<file path="src/rtl/bank_latch_pkg.sv">
package bank_latch_pkg;
  typedef struct packed {
    logic step;
    logic invert;
    logic load;
    logic mode;
    logic bank;
  } wr_stb_t;
endpackage

</file>
<file path="src/rtl/bl_bus_decode.sv">
module bl_bus_decode
  import bank_latch_pkg::*;
(
  input  logic    clk_i,
  input  logic    rst_ni,
  input  logic    m2_i,
  input  logic    rw_i,
  input  logic    romsel_ni,
  input  logic    a0_i,
  input  logic    a1_i,
  input  logic    a8_i,
  input  logic    a13_i,
  input  logic    a14_i,
  output wr_stb_t wr_o,
  output logic    rd_o
);
  logic m2_q;
  logic low_hit;
  logic wr_cyc;

  always_ff @(posedge clk_i or negedge rst_ni) begin
    if (!rst_ni) m2_q <= 1'b0;
    else         m2_q <= m2_i;
  end

  // commit point: M2 falling edge with R/W low
  assign wr_cyc  = m2_q & ~m2_i & ~rw_i;
  assign low_hit = romsel_ni & a14_i & ~a13_i & a8_i;

  always_comb begin
    wr_o.step   = wr_cyc & low_hit & ~a1_i & ~a0_i;
    wr_o.invert = wr_cyc & low_hit & ~a1_i &  a0_i;
    wr_o.load   = wr_cyc & low_hit &  a1_i & ~a0_i;
    wr_o.mode   = wr_cyc & low_hit &  a1_i &  a0_i;
    wr_o.bank   = wr_cyc & ~romsel_ni;
  end

  assign rd_o = m2_i & rw_i & low_hit;
endmodule

</file>
<file path="src/rtl/bl_reg_file.sv">
module bl_reg_file
  import bank_latch_pkg::*;
#(
  parameter int CNT_W = 4,
  parameter int HI_W  = 2,
  parameter int LO_W  = 3
) (
  input  logic             clk_i,
  input  logic             rst_ni,
  input  wr_stb_t          wr_i,
  input  logic             flag_bit_i,
  input  logic [HI_W-1:0]  d_hi_i,
  input  logic [LO_W-1:0]  d_lo_i,
  output logic [CNT_W-1:0] cnt_o,
  output logic [HI_W-1:0]  hi_o,
  output logic             inc_o,
  output logic             inv_o
);
  localparam int STG_HI = CNT_W - LO_W;

  logic [CNT_W-1:0] cnt_q, stg_q;
  logic [HI_W-1:0]  hi_q;
  logic             inc_q, inv_q;

  always_ff @(posedge clk_i or negedge rst_ni) begin
    if (!rst_ni) begin
      cnt_q <= '0;
      stg_q <= '0;
      hi_q  <= '0;
      inc_q <= 1'b0;
      inv_q <= 1'b0;
    end else begin
      if (wr_i.mode)   inc_q <= flag_bit_i;
      if (wr_i.invert) inv_q <= flag_bit_i;
      if (wr_i.load) begin
        hi_q              <= d_hi_i;
        stg_q[LO_W-1:0]   <= d_lo_i;
        stg_q[CNT_W-1:LO_W] <= stg_q[CNT_W-1:LO_W] ^ {STG_HI{inv_q}};
      end
      if (wr_i.step) begin
        if (inc_q) cnt_q <= cnt_q + 1'b1;
        else       cnt_q <= stg_q ^ {CNT_W{inv_q}};
      end
    end
  end

  assign cnt_o = cnt_q;
  assign hi_o  = hi_q;
  assign inc_o = inc_q;
  assign inv_o = inv_q;
endmodule

</file>
<file path="src/rtl/bl_bank_latch.sv">
module bl_bank_latch #(
  parameter int CNT_W = 4
) (
  input  logic           clk_i,
  input  logic           rst_ni,
  input  logic           load_i,
  input  logic [CNT_W-1:0] cnt_i,
  input  logic           top_i,
  output logic [CNT_W:0] bank_o
);
  always_ff @(posedge clk_i or negedge rst_ni) begin
    if (!rst_ni)     bank_o <= '0;
    else if (load_i) bank_o <= {top_i, cnt_i};
  end
endmodule

</file>
<file path="src/rtl/bank_latch_chip.sv">
module bank_latch_chip
  import bank_latch_pkg::*;
#(
  parameter int CNT_W = 4,
  parameter int HI_W  = 2,
  parameter int LO_W  = 3
) (
  input  logic            clk_i,
  input  logic            rst_ni,
  input  logic            m2_i,
  input  logic            rw_i,
  input  logic            romsel_ni,
  input  logic            cpu_a0_i,
  input  logic            cpu_a1_i,
  input  logic            cpu_a8_i,
  input  logic            cpu_a13_i,
  input  logic            cpu_a14_i,
  input  logic [HI_W-1:0] data_hi_i,
  input  logic [LO_W-1:0] data_lo_i,
  output logic [HI_W-1:0] data_hi_o,
  output logic [LO_W-1:0] data_lo_o,
  output logic            data_oe_o,
  input  logic            aux0_i,
  input  logic            aux1_i,
  output logic            relay_o,
  output logic            merge_o,
  output logic [CNT_W:0]  bank_o
);
  wr_stb_t          wr_stb;
  logic             rd_en;
  logic [CNT_W-1:0] cnt_q;
  logic [HI_W-1:0]  hi_q;
  logic             inc_q, inv_q;
  logic             bus_d5;

  bl_bus_decode u_dec (
    .clk_i(clk_i), .rst_ni(rst_ni), .m2_i(m2_i), .rw_i(rw_i),
    .romsel_ni(romsel_ni), .a0_i(cpu_a0_i), .a1_i(cpu_a1_i),
    .a8_i(cpu_a8_i), .a13_i(cpu_a13_i), .a14_i(cpu_a14_i),
    .wr_o(wr_stb), .rd_o(rd_en)
  );

  bl_reg_file #(.CNT_W(CNT_W), .HI_W(HI_W), .LO_W(LO_W)) u_regs (
    .clk_i(clk_i), .rst_ni(rst_ni), .wr_i(wr_stb),
    .flag_bit_i(data_lo_i[0]), .d_hi_i(data_hi_i), .d_lo_i(data_lo_i),
    .cnt_o(cnt_q), .hi_o(hi_q), .inc_o(inc_q), .inv_o(inv_q)
  );

  bl_bank_latch #(.CNT_W(CNT_W)) u_bank (
    .clk_i(clk_i), .rst_ni(rst_ni), .load_i(wr_stb.bank),
    .cnt_i(cnt_q), .top_i(hi_q[0] ^ inv_q), .bank_o(bank_o)
  );

  // readback path
  assign data_oe_o = rd_en;
  assign data_hi_o = hi_q ^ {HI_W{inv_q}};
  assign data_lo_o = cnt_q[LO_W-1:0];

  // auxiliary relay; bus D5 is whatever is on the wire
  assign relay_o = inv_q ? aux1_i : aux0_i;
  assign bus_d5  = data_oe_o ? data_hi_o[HI_W-1] : data_hi_i[HI_W-1];
  assign merge_o = relay_o | bus_d5;
endmodule

</file>
<file path="config.mk">
export PLATFORM = sky130hd
export DESIGN_NAME = bank_latch_chip
export DESIGN_NICKNAME = d
export VERILOG_FILES = /design/src/rtl/bank_latch_pkg.sv /design/src/rtl/bl_bus_decode.sv /design/src/rtl/bl_reg_file.sv /design/src/rtl/bl_bank_latch.sv /design/src/rtl/bank_latch_chip.sv
export SDC_FILE = /design/constraint.sdc
export NUM_CORES = 1
export LEC_CHECK = 0
export ABC_AREA = 1
export BUFFER_PORTS_ARGS = -buffer_cell sky130_fd_sc_hd__buf_2
export CAP_MARGIN = 20
export CORE_UTILIZATION = 51
export CTS_BUF_LIST = sky130_fd_sc_hd__clkbuf_8
export DETAILED_ROUTE_END_ITERATION = 10
export GPL_TIMING_DRIVEN = 0
export PLACE_DENSITY = 0.8
export SKIP_CTS_REPAIR_TIMING = 1
export SYNTH_ARGS = -nofsm -noshare
export SYNTH_HDL_FRONTEND = slang
export SYNTH_HIERARCHICAL = 1
export SYNTH_SLANG_ARGS = --single-unit
</file>
<file path="constraint.sdc">
create_clock -name clk_i -period 1.7 [get_ports clk_i]
set_clock_uncertainty 0.15 [all_clocks]
set_input_delay 0.085 -clock clk_i [delete_from_list [all_inputs] [get_ports clk_i]]
set_output_delay 0.085 -clock clk_i [all_outputs]
set_load 0.01 [all_outputs]
</file>
# Yosys cells after proc, flatten, opt, wreduce, memory -nomap -nowiden
# Index checks and enable logic that the tools add are counted.
dict set report op_classes {
  n_bitwise 26
  n_mux 3
  add_sub_neg 1
}
# operator n
set ops {}
lappend ops {{1-bit bitwise AND} 15}
lappend ops {{1-bit inverter} 6}
lappend ops {{4-bit by 1-bit adder with 4-bit output (second input constant)} 1}
lappend ops {{4-bit 2-to-1 mux} 1}
lappend ops {{4-bit bitwise XOR} 1}
lappend ops {{1-bit 2-to-1 mux} 2}
lappend ops {{1-bit bitwise XOR} 2}
lappend ops {{2-bit bitwise XOR} 1}
lappend ops {{1-bit OR} 1}
dict set report totals {
  regBits 18
}

# Depth between registers and ports, before layout
# Gate-level depths: netlist (run 1).
dict set report logic_depth {
  depth_word 6
  depth_mapped 9
  ltp_nobuf 9
}

# By module
# Netlist (run 1), hierarchy kept.
# mod instances cells_per_inst area_per_inst_um2 seq_area_each_um2
set modules_own_cells {}
lappend modules_own_cells {bl_reg_file 1 74 574.3 300.3}
lappend modules_own_cells {bl_bank_latch 1 21 185.2 125.1}
lappend modules_own_cells {bl_bus_decode 1 17 102.6 25.0}
lappend modules_own_cells {bank_latch_chip 1 14 68.8 0.0}

# Worst setup path before layout (run 1)
# No wires, ideal clock.
dict set report synth_timing {
  kind {reg2reg}
  startpoint {register u_dec.m2_q}
  endpoint {register u_bank.bank_o[0]}
  setup_ns 0.117
  t_arrival_ns 1.122
  synth_period_minus_slack_ns 1.389
  path_stages_with_launch 6
  slack_ns 0.311
  path_cell_list {dfrtp_1 -> inv_1 -> nor4_1 -> inv_2 -> nand2_1 -> nand2_1}
}
# element line
set synth_lines {}
lappend synth_lines {{start, declared} bl_bus_decode.sv:17} ;# logic m2_q;
lappend synth_lines {{start signal, assigned} bl_bus_decode.sv:23} ;# else m2_q <= m2_i;
lappend synth_lines {{end signal, assigned} bl_bank_latch.sv:13} ;# else if (load_i) bank_o <= {top_i, cnt_i};
lappend synth_lines {{end, declared} bl_bank_latch.sv:9} ;# output logic [CNT_W:0] bank_o

==> results.cfg, run 1 <==
[place]
gp_congestion = 0.7966
dp_slack_ns = 0.1156
portBuffers = 29
hpwl_mm = 1.396

[route]
avgViaCountPerCell = 4.644
post_drt_wl_per_cell_um = 10.49
drc = 0
firstDrtPassIters = 4
postRouteAntennaNets = 0
dr.first_iter.drc_count = 26
via_count = 887
routed_wl_mm = 2.003

[sta]
tightest_slew_ns = 0.5404
slew_headroom_pct = 63.68
finalCritPeriodShare_pct = 90.09
drv_slew = 0
final-hold-violation-count = 4
fmax_mhz = 653.0
period_needed_ns = 1.532
setup_viol = 0
rsz0062_at_grt = no
setup_tns_ns = 0
setup_slack_ns = 0.1685
timing.hold.ws_ns = -0.01108

[worst_hold_path]
hp-class = in2reg
hold_depth = 4
hold_start = romsel_ni

[synth]
yosys-top-cells-area = dfrtp_1, nand2_1, inv_1
synth_seq_cells = 18
syn_area_um2 = 930.9
seq_area_frac_synth_pct = 48.39
syn_nets = 144
synth.top_cell.area_share_pct = 48.39
ys_warn_count = 6
yosys.area.top_type = dfrtp_1
synth.distinct_cells = 20
syn_avg_cell_area_um2 = 7.388
syn_inst = 126

[finish]
multiInputGateArea_um2 = 414.1
ff_latch_area_um2 = 450.4
drive_gt1_share_pct = 25.90
nFillCells = 159
diodes = 0
area_growth_pct = 33.06
fin_nets = 185

[cts]
clock_latency_ns = 0.25
cts_inserted_buffers = 3
ctsLongestPathBuffers = 2
cts_tree = yes
cts_max_level = 1
cts-root-buf = clkbuf_8
cts_sinks = 18
clkTransAtPathRegs_ns = 0.07

[power_and_ir_drop]
ir_drop_mv = 0.5678
p_per_area_nw_per_um2 = 792.7
p_leak_nw = 0.6868

[global_routing]
grt_max_degree = 19
first_global_vias = 808
overflow = 0
grt_pass1_wl_mm = 3.111
grt_antenna_before_repair = 0
grt.total_usage_pct = 21.72

[run_status]
failed_checks = negative hold slack
status = complete, but fails checks

[floorplanning]
start_util_pct = 53.91
die_x_um = 44.73
die_area_um2 = 2000
die_h_um = 44.73
coreArea_um2 = 1727
pin_count = 30
rows = 15

[critical_path]
r2r_cells = 7
rr_startpoint = u_dec/m2_q
cp-startpoint = u_dec/m2_q
crit_type = reg2reg
cp.required_ns = 1.69
worst_ep_arrival_time_ns = 1.52
crit_path_start_kind = flop
critPathMaxFanout = 5
worstSetupEndpointType = flop

[flow_run]
maxCapViolations = 0
## path summary, 6_finish.rpt
path	end	slack, ns
setup / recovery	u_regs/cnt_o[1]	0.17
hold / removal	u_bank/bank_o[2]	-0.01
hold reg to reg	u_bank/bank_o[3]	0.31
setup reg to reg	u_regs/cnt_o[1]	0.17
max in group asynchronous	u_regs/cnt_o[2]	0.98
min in group asynchronous	u_bank/bank_o[0]	0.14
## metrics by stage
stage          util (%)  area (um2)  instances   power, W
2_1_floorplan         -       930.9        126  0.0005594
3_3_place_gp      64.13        1107        180  0.0006202
3_5_place_dp      64.13        1107        180  0.0006276
4_1_cts           67.32        1162        184  0.0009800
5_1_grt           71.74        1239        191   0.001033
6_report          71.74        1239        191  0.0009819
## sequential cells by signal (all words and copies together), names as in the netlist
signal and cells:
u_regs/inv_o 1, u_regs/cnt_o 4, u_regs/stg_q 4, u_dec/m2_q 1, u_bank/bank_o 5, u_regs/hi_o 2
u_regs/inc_o 1
## critical path: stages (launching register included)
cell and delay, ns:
dfrtp_1 0.32, inv_1 0.06, nor3_2 0.13, nand3_1 0.11, nor2_1 0.28, inv_1 0.15
a21oi_1 0.13, a21oi_1 0.07
## layout by cell type, fill, tap and decap left out
cell type,Yosys,routed
nand2_1,49,49
buf_2,1,30
dfrtp_1,18,18
inv_1,16,16
nor2_1,10,10
nand3_1,8,8
dlygate4sd3_1,0,7
clkbuf_8,0,4
o21ai_0,4,4
a21oi_1,4,4
xor2_1,2,2
inv_2,2,2
nand2_2,2,2
nor2_2,2,2
and2_1,1,1
nor3_2,1,1
nor4_2,0,1
and3_2,1,1
xnor2_1,1,1
nand4_1,1,1
a31oi_1,1,1
ha_1,1,1
## cell type report
| cell class | instances | area share [%] |
|---|---|---|
| sequential | 18 | 36.36 |
| inverter | 18 | 5.455 |
| buffer | 1 | 0.4040 |
| multi-input combinational | 89 | 33.43 |
| clock buffer | 4 | 4.444 |
| tap | 25 | 2.525 |
| timing repair buffer | 36 | 17.37 |
## synthesized netlist by cell type, drive strengths merged
master and number:
nand2 51, dfrtp 18, inv 18, nor2 12
nand3 8, a21oi 4, o21ai 4, xor2 2
a31oi 1, and2 1, and3 1, buf 1
ha 1, nand4 1, nor3 1, nor4 1
xnor2 1
## power by group
group / internal (W) / switching, W
registers: 0.000456 / 0.0000279
clock network: 0.000206 / 0.000142
logic: 0.0000691 / 0.0000818
## routing by layer
| layer | wire [um] | GRT usage [%] | share of wire [%] | up-vias |
|---|---|---|---|---|
| li1 | - | - | - | 465 |
| met5 | 0 | 0 | 0 | - |
| met3 | 59 | 3.600 | 2.9 | 2 |
| met1 | 885 | 26.04 | 44 | 402 |
| met2 | 1048 | 36.76 | 52 | 18 |
| met4 | 10 | 12.73 | 0.50 | 0 |
## logic make-up (layout without fill, tap and decap cells)
| family | after synthesis | after routing | synth area share [%] |
|---|---|---|---|
| AOI/OAI and AO/OA | 9 | 9 | 4.974 |
| buffers and inverters | 19 | 59 | 7.796 |
| adders and majority gates | 1 | 1 | 1.344 |
| and+or+nand+nor | 76 | 76 | 34.68 |
| xor gates and xnor gates | 3 | 3 | 2.823 |
| DFF | 18 | 18 | 48.39 |
Power figures use the tool's default switching activity.
==> inputs of run 2 (changes only) <==
- ABC_AREA: 1 -> default
- GPL_TIMING_DRIVEN: 0 -> default
==> run 2 against run 1 <==
  * The run ends with negative setup slack left
  * Flip-flop and latch count is the same
  * Register-to-register slack got worse by 0.19 ns
  * Total power down 1.1%
  * Synthesized cell count fell by 39%
  * Combinational power is 3% lower
  * Cell area up 2.9%
  * Critical endpoint is now u_regs/stg_q[1]
  * Largest power group unchanged
  * Highest routed layer unchanged
==> results.cfg, run 2 <==
[critical_path]
crit_type = reg2reg
critPathMaxFanout = 6
slowest_stage = or3b_4
critical-path-max-stage-delay_ns = 0.41
worstPathCellList = or3b_4, nor3_4, buf_6, mux2_4
crit_path_start_kind = flop
worst_ep_arrival_time_ns = 1.70
cp.required_ns = 1.69
worstSetupEndpointType = flop

[flow_run]
maxCapViolations = 0

[synth]
synth_top_family_by_area = multiplexers
syn_avg_cell_area_um2 = 12.01
synthAdderAreaFrac_pct = 1.353
synth.distinct_cells = 29
seq_area_frac_synth_pct = 48.71
synth_seq_cells = 18
synth_most_common_cell = dfrtp_1
synth-xor-area-share_pct = 6.631
synth_compound_area_share_pct = 6.089
syn_area_um2 = 924.6
synth.top_cell.area_share_pct = 48.71
syn_nets = 95
synth-edff-count = 0
yosys.area.top_type = dfrtp_1
yosys-top-cells-area = dfrtp_1, mux2_2, xor2_1
synthSimpleGateAreaFrac_pct = 14.34
ys_async_sr_fraction_pct = 100.0
ys_top_cells_by_count = dfrtp_1, mux2_2, nand2_1
synth_ff_type = dfrtp_1
synth_mux_area_share_pct = 19.76
syn_inst = 77
ys_warn_count = 6

[global_routing]
grt_pass1_wl_mm = 3.146
grt_antenna_before_repair = 0
overflow = 0
grtUsageMet2_pct = 42.94
grt_max_degree = 19
busiest_layer = met2
gr-usage-met1_pct = 23.36
met3_usage_pct = 4.898
grt.total_usage_pct = 22.21
first_global_vias = 716

[power_and_ir_drop]
p_per_area_nw_per_um2 = 761.8
p_leak_nw = 0.6528
ir_drop_mv = 0.5310
power_w = 0.0009713

[cts]
cts-root-buf = clkbuf_8
cts_max_level = 1
ctsLongestPathBuffers = 2
cts_inserted_buffers = 3
cts_tree = yes
clkTransAtPathRegs_ns = 0.07
clock_latency_ns = 0.25
cts_sinks = 18

[floorplanning]
coreArea_um2 = 1708
pin_count = 30
start_util_pct = 54.14
rows = 15
die_area_um2 = 1987
die_x_um = 44.58
die_h_um = 44.58

[sta]
setup_slack_ns = -0.01710
slew_headroom_pct = 73.70
fmax_mhz = 582.4
tightest_slew_ns = 0.3945
finalCritPeriodShare_pct = 101.0
rsz0062_at_grt = yes
setup_viol = 5
drv_slew = 0
period_needed_ns = 1.717
setup_tns_ns = -0.06823
final-hold-violation-count = 0

[route]
via_count = 741
dr.first_iter.drc_count = 16
routed_wl_mm = 2.030
post_drt_wl_per_cell_um = 14.10
avgViaCountPerCell = 5.146
firstDrtPassIters = 4
postRouteAntennaNets = 0
drc = 0

[finish]
fin_nets = 138
nFillCells = 120
area_growth_pct = 37.89
final_common_cell = buf_2
regMostFlops = u_bank/bank_o
largest_reg_flops = 5
design_area_um2 = 1275
diodes = 0
post-route-util_pct = 74.65
drive_gt1_share_pct = 48.74
layout_common_cells = buf_2, dfrtp_1, mux2_2

[run_status]
failed_checks = negative setup slack
status = complete, but fails checks

[place]
portBuffers = 29
gp_congestion = 0.7401
hpwl_mm = 1.417
postPlaceCellArea_um2 = 1110

[worst_hold_path]
hp-class = in2reg
run 2: critical path: cells and delay by family (launching register included):
| family | cells | cell delay (ns) |
|---|---|---|
| flops | 1 | 0.36 |
| mux | 1 | 0.30 |
| buf+inv | 1 | 0.16 |
| simple gates | 2 | 0.63 |
run 2: report_power, final:
part	internal, W	switching [W]
Sequential	0.000453	0.0000247
Combinational	0.0000796	0.0000668
Clock	0.000206	0.000141
run 2: path summary, 6_finish.rpt:
check,cells after the start,endpoint,slack (ns),startpoint
worst max register to register,4,u_regs/stg_q[1],-0.02,u_dec/m2_q
worst min-delay path,3,u_regs/inv_o,0.09,cpu_a1_i
min in group asynchronous,2,u_regs/cnt_o[0],0.14,rst_ni
worst max-delay path,4,u_regs/stg_q[1],-0.02,u_dec/m2_q
max in group asynchronous,2,u_regs/inv_o,0.96,rst_ni
worst min register to register,1,u_regs/stg_q[3],0.34,u_regs/stg_q[3]
run 2: metal layers:
metal | vias to the layer above | routed length [um] | part of all wire, %
met3 | 2 | 54 | 2.7
met4 | 0 | 10 | 0.49
met5 | - | 0 | 0
met2 | 13 | 1092 | 54
li1 | 363 | - | -
met1 | 363 | 873 | 43
run 2: cells by family (layout without fill, tap and decap cells):
family	after synthesis	count (layout)
AOI/OAI and AO/OA	10	10
xor gates and xnor gates	7	7
adders and majority gates	1	1
buffers and inverters	5	47
DFF	18	18
muxes	16	16
and+or+nand+nor	20	20
run 2: final cells by class:
| type | count | area [um2] | area share (%) |
|---|---|---|---|
| sequential | 18 | 451.7 | 35.43 |
| timing repair buffer | 41 | 256.5 | 20.12 |
| clock buffer | 4 | 55.05 | 4.318 |
| tap | 25 | 31.28 | 2.453 |
| inverter | 2 | 7.507 | 0.5888 |
| multi-input combinational | 54 | 473.0 | 37.10 |
run 2: stage by stage:
| stage | cells | hold slack [ns] | setup slack (ns) |
|---|---|---|---|
| floorplan | 77 | -0.3606 | 0.06336 |
| global placement | 132 | -0.1215 | 0.03895 |
| detailed placement | 132 | -0.1150 | -0.002298 |
| CTS | 136 | -0.3918 | -0.02154 |
| global route | 144 | 0.1018 | -0.04022 |
| finish | 144 | 0.09266 | -0.01710 |
==> inputs of run 3 (changes only) <==
--- a/config.mk
+++ b/config.mk
@@ -12,2 +12,3 @@
 export DETAILED_ROUTE_END_ITERATION = 10
+export MAX_ROUTING_LAYER = met4
 export PLACE_DENSITY = 0.8
--- a/constraint.sdc
+++ b/constraint.sdc
@@ -4,2 +4,2 @@
 set_output_delay 0.085 -clock clk_i [all_outputs]
-set_load 0.01 [all_outputs]
+set_load 0.02 [all_outputs]
==> run 3 against run 2 <==
  * The run now ends clean
  * Clock power about the same
  * Global-route usage decreased by 0.11 points
  * Cell area decreased by 2.3%
  * Combinational power increased by 8%
  * Non-clock buffer count unchanged
  * Flip-flop and latch count unchanged
  * Total power increased by 0.76%
  * Setup slack improved by 0.019 ns
  * Core utilization decreased by 1.7 points
  * Largest cell class is now flip-flops and latches
  * Largest power group unchanged
==> results.cfg, run 3 (synthesis gave the netlist of run 2 again) <==
[finish]
ff_latch_area_um2 = 451.7
largest_reg_flops = 5
multiInputGateArea_um2 = 447.9
drive_gt1_share_pct = 48.74
diodes = 0
area_growth_pct = 34.78
nFillCells = 123
regMostFlops = u_bank/bank_o
final_common_cell = buf_2
post-route-util_pct = 72.97
layoutNonFillerInstCount = 144
design_area_um2 = 1246
layout_common_cells = buf_2, dfrtp_1, mux2_2
fin_nets = 138

[route]
avgViaCountPerCell = 5.125
via_count = 738
drc = 0
firstDrtPassIters = 4
routed_wl_mm = 1.952
post_drt_wl_per_cell_um = 13.56
dr.first_iter.drc_count = 6
postRouteAntennaNets = 0

[sta]
slew_headroom_pct = 73.53
period_needed_ns = 1.698
setup_viol = 0
setup_tns_ns = 0
finalCritPeriodShare_pct = 99.90
final-hold-violation-count = 0
fmax_mhz = 588.8
drv_slew = 0
tightest_slew_ns = 0.3970
rsz0062_at_grt = yes

[cts]
clkTransAtPathRegs_ns = 0.07
cts_inserted_buffers = 3
cts-root-buf = clkbuf_8
cts_sinks = 18
cts_max_level = 1
cts_tree = yes
ctsLongestPathBuffers = 2
clock_latency_ns = 0.25

[critical_path]
worst_ep_arrival_time_ns = 1.69
critPathMaxFanout = 6
critical-path-max-stage-delay_ns = 0.40
path_delay_family = simple AND/OR/NAND/NOR gates
slowest_stage = or3b_4
worstSetupEndpointType = flop
crit_path_start_kind = flop
critPathBufInv = 1
cp.required_ns = 1.69
worstPathCellList = or3b_4, nor3_2, buf_4, mux2_2
crit_type = reg2reg

[global_routing]
grt.total_usage_pct = 22.11
busiest_layer = met2
gr-usage-met1_pct = 23.33
grtUsageMet2_pct = 41.18
grt_antenna_before_repair = 0
met3_usage_pct = 2.449
grt_pass1_wl_mm = 3.091
grt_max_degree = 19
first_global_vias = 759
overflow = 0

[place]
hpwl_mm = 1.411
portBuffers = 29
postPlaceCellArea_um2 = 1110
gp_congestion = 0.7505
dp.cells = 132

[floorplanning]
pin_count = 30
start_util_pct = 54.14
die_h_um = 44.58
coreArea_um2 = 1708
die_area_um2 = 1987
die_x_um = 44.58
rows = 15

[power_and_ir_drop]
ir_drop_mv = 0.6493
power_w = 0.0009787
p_leak_nw = 0.6354
p_per_area_nw_per_um2 = 785.4

[worst_hold_path]
hp-class = in2reg

[flow_run]
maxCapViolations = 0

[run_status]
status = finished, final reports clean
==> run 3: per-stage QoR <==
| stage | hold slack (ns) | worst slack, ns |
|---|---|---|
| floorplan | -0.3606 | 0.05305 |
| global placement | -0.1215 | 0.03864 |
| detailed placement | -0.1108 | -0.004651 |
| CTS | -0.3873 | -0.01744 |
| global route | 0.1132 | -0.05173 |
| finish | 0.1032 | 0.001621 |
==> run 3: layout make-up <==
cell class	instances	share of cell area (%)
multi-input combinational	54	35.94
inverter	2	0.6024
timing repair buffer	41	20.28
sequential	18	36.24
clock buffer	4	4.418
tap	25	2.510
==> run 3: final timing paths <==
| kind | from | to | slack (ns) | cells past startpoint |
|---|---|---|---|---|
| setup reg to reg | u_dec/m2_q | u_regs/hi_o[0] | 0.002 | 4 |
| min in group asynchronous | rst_ni | u_regs/cnt_o[0] | 0.14 | 2 |
| hold / removal | cpu_a1_i | u_regs/inv_o | 0.10 | 3 |
| max in group asynchronous | rst_ni | u_regs/inv_o | 0.95 | 2 |
| setup / recovery | u_dec/m2_q | u_regs/hi_o[0] | 0.002 | 4 |
| hold reg to reg | u_regs/stg_q[3] | u_regs/stg_q[3] | 0.34 | 1 |
==> run 3: per-layer routing <==
layer  part of all wire [%]  routed length [um]  vias up
li1                       -                   -      361
met1                     43                 834      360
met3                    2.1                  41        2
met4                   0.61                  12        0
met5                      0                   0        -
met2                     55                1064       15
==> run 3: worst reg2reg max path: stages, from the launching register on <==
cell	delay (ns)
dfrtp_1	0.36
or3b_4	0.40
nor3_2	0.16
buf_4	0.17
mux2_2	0.34
==> run 3: power by group <==
part	leakage, nW	internal [W]	switching (W)
combinational	0.370	0.0000764	0.0000809
clock	0.0288	0.000205	0.000139
sequential	0.237	0.000453	0.0000236
